`src/rtl/vbeam_pkg.sv`:
```
package vbeam_pkg;

    localparam int ADDR_W   = 7;
    localparam int POS_LSB  = 16;
    localparam int FLAG_BIT = 31;
    localparam int ENA_BIT  = 28;
    localparam int NIN_BIT  = 2;
    localparam int FMT_LSB  = 8;
    localparam int FB_COUNT = 2;

    typedef enum logic [ADDR_W-1:0] {
        OFS_CTRL_W = 7'h00,
        OFS_CTRL_H = 7'h02,
        OFS_FBT_HI = 7'h1C,
        OFS_FBT_LO = 7'h1E,
        OFS_FBB_HI = 7'h24,
        OFS_FBB_LO = 7'h26,
        OFS_POS_HI = 7'h2C,
        OFS_POS_LO = 7'h2E,
        OFS_IRQ_HI = 7'h30,
        OFS_IRQ_LO = 7'h32
    } reg_ofs_e;

    typedef enum logic [1:0] {
        FMT_SIXTY   = 2'd0,
        FMT_FIFTY   = 2'd1,
        FMT_SIXTY_M = 2'd2,
        FMT_OTHER   = 2'd3
    } fmt_e;

    typedef struct packed {
        logic interlaced;
        logic fifty_hz;
    } timing_mode_t;

    typedef struct packed {
        logic              we;
        logic              word;
        logic [ADDR_W-1:0] addr;
        logic [31:0]       wdata;
    } bus_req_t;

    function automatic timing_mode_t decode_mode(logic [15:0] ctrl);
        timing_mode_t m;
        m.interlaced = ~ctrl[NIN_BIT];
        m.fifty_hz   = (fmt_e'(ctrl[FMT_LSB +: 2]) == FMT_FIFTY);
        return m;
    endfunction

    function automatic logic [ADDR_W-1:0] fb_hi_ofs(int idx);
        return (idx == 0) ? OFS_FBT_HI : OFS_FBB_HI;
    endfunction

    // True when the request writes any part of the register whose high
    // half (and word form) lives at hi_ofs.
    function automatic logic hits_reg(bus_req_t req, logic [ADDR_W-1:0] hi_ofs);
        logic lo_hit;
        lo_hit = (req.addr == hi_ofs + 7'd2);
        return req.we && (req.addr == hi_ofs || (!req.word && lo_hit));
    endfunction

    function automatic logic [31:0] merge_half(logic [31:0] old,
                                               bus_req_t req,
                                               logic [ADDR_W-1:0] hi_ofs);
        if (req.word)
            return req.wdata;
        else if (req.addr == hi_ofs)
            return {req.wdata[15:0], old[15:0]};
        else
            return {old[31:16], req.wdata[15:0]};
    endfunction

endpackage

```
`src/rtl/vbeam_limit.sv`:
```
module vbeam_limit
    import vbeam_pkg::*;
#(
    parameter int LINE_W     = 11,
    parameter int NTSC_LINES = 525,
    parameter int PAL_LINES  = 625
) (
    input  timing_mode_t      mode,
    input  logic              field,
    output logic [LINE_W:0]   limit
);
    localparam logic [LINE_W:0] SIXTY_FULL = (LINE_W+1)'(NTSC_LINES);
    localparam logic [LINE_W:0] FIFTY_FULL = (LINE_W+1)'(PAL_LINES);
    localparam logic [LINE_W:0] SIXTY_HALF = SIXTY_FULL >> 1;
    localparam logic [LINE_W:0] FIFTY_HALF = FIFTY_FULL >> 1;

    logic [LINE_W:0] full_lim;
    logic [LINE_W:0] half_lim;

    always_comb begin
        full_lim = mode.fifty_hz ? FIFTY_FULL : SIXTY_FULL;
        half_lim = (mode.fifty_hz ? FIFTY_HALF : SIXTY_HALF) + {{LINE_W{1'b0}}, field};
        limit    = mode.interlaced ? full_lim : half_lim;
    end

endmodule

```
`src/rtl/vbeam_stepper.sv`:
```
module vbeam_stepper #(
    parameter int LINE_W = 11
) (
    input  logic [LINE_W-1:0] line_q,
    input  logic [LINE_W-1:0] trigger,
    input  logic [LINE_W:0]   limit,
    output logic [LINE_W-1:0] line_next,
    output logic              hit,
    output logic              wrap
);
    logic [LINE_W:0] inc;

    always_comb begin
        inc       = {1'b0, line_q} + 1'b1;
        hit       = (inc == {1'b0, trigger});
        wrap      = (inc >= limit);
        line_next = wrap ? LINE_W'(1) : inc[LINE_W-1:0];
    end

endmodule

```
`src/rtl/vbeam_hwreg.sv`:
```
module vbeam_hwreg
    import vbeam_pkg::*;
#(
    parameter int              WIDTH  = 24,
    parameter logic [ADDR_W-1:0] HI_OFS = 7'h1C
) (
    input  logic             clk,
    input  logic             rst,
    input  bus_req_t         req,
    output logic [WIDTH-1:0] q
);
    always_ff @(posedge clk) begin
        if (rst)
            q <= '0;
        else if (hits_reg(req, HI_OFS))
            q <= WIDTH'(merge_half(32'(q), req, HI_OFS));
    end

endmodule

```
`src/rtl/vbeam_ctl.sv`:
```
module vbeam_ctl
    import vbeam_pkg::*;
#(
    parameter int LINE_W     = 11,
    parameter int NTSC_LINES = 525,
    parameter int PAL_LINES  = 625,
    parameter int FB_W       = 24
) (
    input  logic              clk,
    input  logic              rst,
    input  logic              bus_we,
    input  logic              bus_word,
    input  logic [6:0]        bus_addr,
    input  logic [31:0]       bus_wdata,
    output logic [31:0]       bus_rdata,
    input  logic              fuse_bit,
    input  logic              line_step,
    output logic              irq
);
    localparam int LINE_MSB = POS_LSB + LINE_W - 1;

    bus_req_t     req;
    logic [15:1]  ctrl_q;
    logic         field_q;
    logic [31:0]  pos_q;
    logic [31:0]  int_q;
    timing_mode_t mode;
    logic [LINE_W:0]   line_limit;
    logic [LINE_W-1:0] line_next;
    logic         step_hit;
    logic         step_wrap;
    logic         ctrl_wr;
    logic         pos_wr;
    logic         int_wr;
    logic [FB_COUNT-1:0][FB_W-1:0] fb_q;
    logic [FB_COUNT-1:0][31:0]     fb32;
    logic [31:0]  int_next;

    assign req     = '{we: bus_we, word: bus_word, addr: bus_addr, wdata: bus_wdata};
    assign ctrl_wr = bus_we && ((bus_word && bus_addr == OFS_CTRL_W) ||
                                (!bus_word && bus_addr == OFS_CTRL_H));
    assign pos_wr  = hits_reg(req, OFS_POS_HI);
    assign int_wr  = hits_reg(req, OFS_IRQ_HI);
    assign mode    = decode_mode({ctrl_q, 1'b0});

    vbeam_limit #(
        .LINE_W     (LINE_W),
        .NTSC_LINES (NTSC_LINES),
        .PAL_LINES  (PAL_LINES)
    ) u_limit (
        .mode  (mode),
        .field (field_q),
        .limit (line_limit)
    );

    vbeam_stepper #(.LINE_W(LINE_W)) u_step (
        .line_q    (pos_q[LINE_MSB:POS_LSB]),
        .trigger   (int_q[LINE_MSB:POS_LSB]),
        .limit     (line_limit),
        .line_next (line_next),
        .hit       (step_hit),
        .wrap      (step_wrap)
    );

    generate
        for (genvar g = 0; g < FB_COUNT; g++) begin : g_fb
            vbeam_hwreg #(
                .WIDTH  (FB_W),
                .HI_OFS (fb_hi_ofs(g))
            ) u_fb (
                .clk (clk),
                .rst (rst),
                .req (req),
                .q   (fb_q[g])
            );
            assign fb32[g] = 32'(fb_q[g]);
        end
    endgenerate

    // display control and field tracking
    always_ff @(posedge clk) begin
        if (rst) begin
            ctrl_q  <= '0;
            field_q <= 1'b0;
        end else begin
            if (ctrl_wr)
                ctrl_q <= bus_wdata[15:1];
            if (ctrl_wr)
                field_q <= 1'b0;
            else if (line_step && step_wrap)
                field_q <= ~field_q;
        end
    end

    // beam position: a bus write wins over a step in the same cycle
    always_ff @(posedge clk) begin
        if (rst)
            pos_q <= '0;
        else if (pos_wr)
            pos_q <= merge_half(pos_q, req, OFS_POS_HI);
        else if (line_step)
            pos_q[LINE_MSB:POS_LSB] <= line_next;
    end

    // interrupt word: a match ORs the flag into whatever is written
    always_comb begin
        int_next = int_wr ? merge_half(int_q, req, OFS_IRQ_HI) : int_q;
        if (line_step && step_hit)
            int_next[FLAG_BIT] = 1'b1;
    end

    always_ff @(posedge clk) begin
        if (rst)
            int_q <= '0;
        else
            int_q <= int_next;
    end

    assign irq = int_q[FLAG_BIT] & int_q[ENA_BIT];

    always_comb begin
        bus_rdata = '0;
        if (bus_word) begin
            case (bus_addr)
                OFS_CTRL_W: bus_rdata = {16'h0, ctrl_q, fuse_bit};
                OFS_FBT_HI: bus_rdata = fb32[0];
                OFS_FBB_HI: bus_rdata = fb32[1];
                OFS_POS_HI: bus_rdata = pos_q;
                OFS_IRQ_HI: bus_rdata = int_q;
                default:    bus_rdata = '0;
            endcase
        end else begin
            case (bus_addr)
                OFS_CTRL_H: bus_rdata = {16'h0, ctrl_q, fuse_bit};
                OFS_FBT_HI: bus_rdata = {16'h0, fb32[0][31:16]};
                OFS_FBT_LO: bus_rdata = {16'h0, fb32[0][15:0]};
                OFS_FBB_HI: bus_rdata = {16'h0, fb32[1][31:16]};
                OFS_FBB_LO: bus_rdata = {16'h0, fb32[1][15:0]};
                OFS_POS_HI: bus_rdata = {16'h0, pos_q[31:16]};
                OFS_POS_LO: bus_rdata = {16'h0, pos_q[15:0]};
                OFS_IRQ_HI: bus_rdata = {16'h0, int_q[31:16]};
                OFS_IRQ_LO: bus_rdata = {16'h0, int_q[15:0]};
                default:    bus_rdata = '0;
            endcase
        end
    end

endmodule

```
`config.mk`:
```
export PLATFORM = sky130hd
export DESIGN_NAME = vbeam_ctl
export DESIGN_NICKNAME = d
export VERILOG_FILES = /design/src/rtl/vbeam_pkg.sv /design/src/rtl/vbeam_limit.sv /design/src/rtl/vbeam_stepper.sv /design/src/rtl/vbeam_hwreg.sv /design/src/rtl/vbeam_ctl.sv
export SDC_FILE = /design/constraint.sdc
export NUM_CORES = 1
export LEC_CHECK = 0
export BUFFER_PORTS_ARGS = -buffer_cell sky130_fd_sc_hd__buf_2
export CAP_MARGIN = 25
export CORE_ASPECT_RATIO = 1.75
export CORE_UTILIZATION = 33
export DETAILED_ROUTE_END_ITERATION = 16
export PLACE_DENSITY = 0.5
export SLEW_MARGIN = 20
export SYNTH_ARGS = -nofsm -noshare
export SYNTH_HDL_FRONTEND = slang
export SYNTH_SLANG_ARGS = --single-unit
```
`constraint.sdc`:
```
create_clock -name clk -period 3 [get_ports clk]
set_input_delay 0.15 -clock clk [delete_from_list [all_inputs] [get_ports clk]]
set_output_delay 0.15 -clock clk [all_outputs]
set_load 0.005 [all_outputs]
```
==> summary.txt <==
Count of different cell masters after synthesis - 64
Worst Path Arrival - 3.16 ns
# diodes - 0
Layout cell share with drive strength beyond 1 - 19.17%
Critical Path RT - 3.35 ns
Fin worst setup slack - 0.1896 ns
Pin count of the biggest net entering global routing - 51
Met2 Routed Length - 14.55 mm
Post-CTS setup buffers - 0
Worst setup path class - reg -> reg
Clock Pin Slew Worst Setup and Hold Paths - 0.06 ns
Yosys Warn Count - 0
# setup viols final - 0
# rows - 71
Seq/Total Area, Yosys - 35.27%
Dpl ws - 0.06060 ns
CTS Root Cell - clkbuf_16
Final max-slew violation count - 0
Top-count cell post-synth - nor2_1
Global-route wire length before repair - 41.70 mm
Relative slew margins - 46.94%
Worst slew pin tran - 0.7929 ns
Clk buf depth - 2
CTS tree - built
Placed Area - 8127 um^2
Synthesis-to-layout area growth - 20.10%
M1 wire length - 10.51 mm
Avg Cell Area, Syn - 8.418 um^2
Finished Cell Area - 8725 um^2
Ports - 78
GRT Total Usage - 24.98%
Power Density - 487.0 nW/um^2
Initial antenna violation count - 1
R2r worst-path depth - 12
Core ar. - 21500 um^2
VDD IR max - 0.0003327 V
H-tree levels - 4
Overall routed net length - 27.44 mm
Met3 WL - 1.120 mm
PortBufs - 77
DP HPWL - 20.06 mm
CTS resizes - 0
Crit path capture type - flip-flop
Post-synth top area cell - dfxtp_1
Asr flop ratio synth - 0%
Synth Flop Type - dfxtp_1
Setup TNS Final - 0 ns
Synth cell count leaders - nor2_1, dfxtp_1, mux2i_1, nand2_1, clkbuf_1
Crit path max-delay family - compound AO/OA/AOI/OAI gates
Post-synthesis cell area - 7264 um^2
Filler Cell Count - 2287
Per-cell routed wire length - 22.20 um
Via count of the first global-routing pass - 6895
Clk sinks - 128
HP Class - in -> reg
CTS Buf Count - 17
Clock Latency Late Sink - 0.42 ns
Clock period minus worst slack - 2.810 ns
Top Layer Used - met4
Vias after detailed routing - 7026
Worst clock skew - 0.003544 ns
Global route overflow - 0
Top cells by area, synth - dfxtp_1, mux2i_1, nor2_1
Leakage - 3.407 nW
Via density - 5.684
# DRC - 0
Outcome - finished clean
Fmax - 355.8 MHz
Crit-path max FO - 6
Critical path depth - 12
Cells after Synth - 863
Die Ht - 198.3 um
Critical path startpoint category - flip-flop
1st-iter DRT viols - 444
Worst path buffer plus inverter count - 2
Final hold vios - 0
DIE AREA - 22630 um^2
Flops & latches, synth - 128
DR pass1 iterations - 6
Post-route clock period utilization - 93.68%
Worst-path cell chain - ha_1, nand3_1, buf_4, nor3_1, xor2_1, ha_1, a21oi_1, o21ai_0, a311oi_4, buf_4, a211oi_1, a211oi_2
Die Width - 114.2 um
Slowest-stage cell, CP - dfxtp_1
Crit path largest cell delay - 0.42 ns
Routed Antenna Nets - 0
GPL Wtd Cong - 0.8662
Hold Path Depth - 2
Post-Synthesis Net Count - 920
Post-synth EDFFs - 0
Initial Utilization - 33.79%
Post-synth top area share - 35.27%
Max-cap violations - 0
Layout Nets - 988
Hold-fix buffers, CTS - 0
path summary, 6_finish.rpt:
check | endpoint | from | slack (ns)
worst max-delay path | pos_q[23]$_SDFFE_PP0P_ | pos_q[17]$_SDFFE_PP0P_ | 0.19
worst min-delay path | pos_q[18]$_SDFFE_PP0P_ | line_step | 0.04
worst min register to register | pos_q[15]$_SDFFE_PP0P_ | pos_q[15]$_SDFFE_PP0P_ | 0.45
worst max register to register | pos_q[23]$_SDFFE_PP0P_ | pos_q[17]$_SDFFE_PP0P_ | 0.19
metrics by stage:
step	hold WS, ns	instances	power [mW]	util [%]
after global routing	0.04321	1236	4.379	40.58
after global placement	0.4412	1203	2.170	37.80
after floorplan	0.2512	863	1.999	-
after detailed placement	0.4480	1203	2.169	37.80
final	0.03530	1236	4.249	40.58
after CTS	0.01413	1235	4.271	40.55
layout make-up:
type / instances / area, um^2 / share of cell area (%)
Timing Repair Buffer: 130 / 810.8 / 9.293
Clock buffer: 22 / 454.2 / 5.206
Multi-Input combinational cell: 643 / 4354 / 49.91
Tap cell: 292 / 365.4 / 4.188
Sequential cell: 128 / 2562 / 29.37
Clock inverter: 10 / 136.4 / 1.563
Inverter: 11 / 41.29 / 0.4733
cells in the final DEF (no fill, tap or decap), types with 4 or more instances in the layout:
cell	Yosys	layout
a221oi_1	17	17
a211oi_1	31	31
and3_1	9	9
o22a_1	6	6
mux2_2	4	4
clkbuf_1	54	4
a22o_1	9	9
nand3b_1	5	5
a222oi_1	19	19
xnor2_1	8	8
nor3_1	31	31
a21oi_1	27	27
nand3_1	11	11
o21ai_0	24	24
and2_1	9	9
a22oi_1	11	11
mux2i_1	98	98
o22ai_1	30	30
ha_1	12	12
o221ai_1	6	6
nor2_1	142	142
dfxtp_1	128	128
buf_4	4	52
inv_1	11	11
xor2_1	8	8
nor4_1	5	5
nand2_1	63	63
clkbuf_16	0	17
nand2b_1	5	5
buf_2	20	76
flip-flops by register name, summed over array words and instances, names as in the netlist:
register     flops
g_fb.u_fb.q     48
int_q           32
pos_q           32
ctrl_q          15
field_q          1
cells by family (layout without fill, tap and decap cells):
group / count (synthesis) / after routing / synth area share, %
AOI/OAI and AO/OA: 206 / 206 / 21.20
and+or+nand+nor: 307 / 307 / 20.10
muxes: 102 / 102 / 14.12
DFF: 128 / 128 / 35.27
xor gates and xnor gates: 16 / 16 / 1.929
buffers and inverters: 92 / 173 / 5.305
adders and majority gates: 12 / 12 / 2.067
power by group:
part | switching (mW) | total [mW] | internal (mW)
registers | 0.0216 | 1.74 | 1.72
logic | 0.260 | 0.400 | 0.140
clock network | 0.787 | 2.11 | 1.32
layer usage:
metal	vias to the layer above	global-route usage [%]
met4	0	13.52
met5	-	0
li1	3319	-
met2	230	46.31
met3	68	3.796
met1	3409	26.67
No activity file was read; power rests on OpenSTA's default activity.
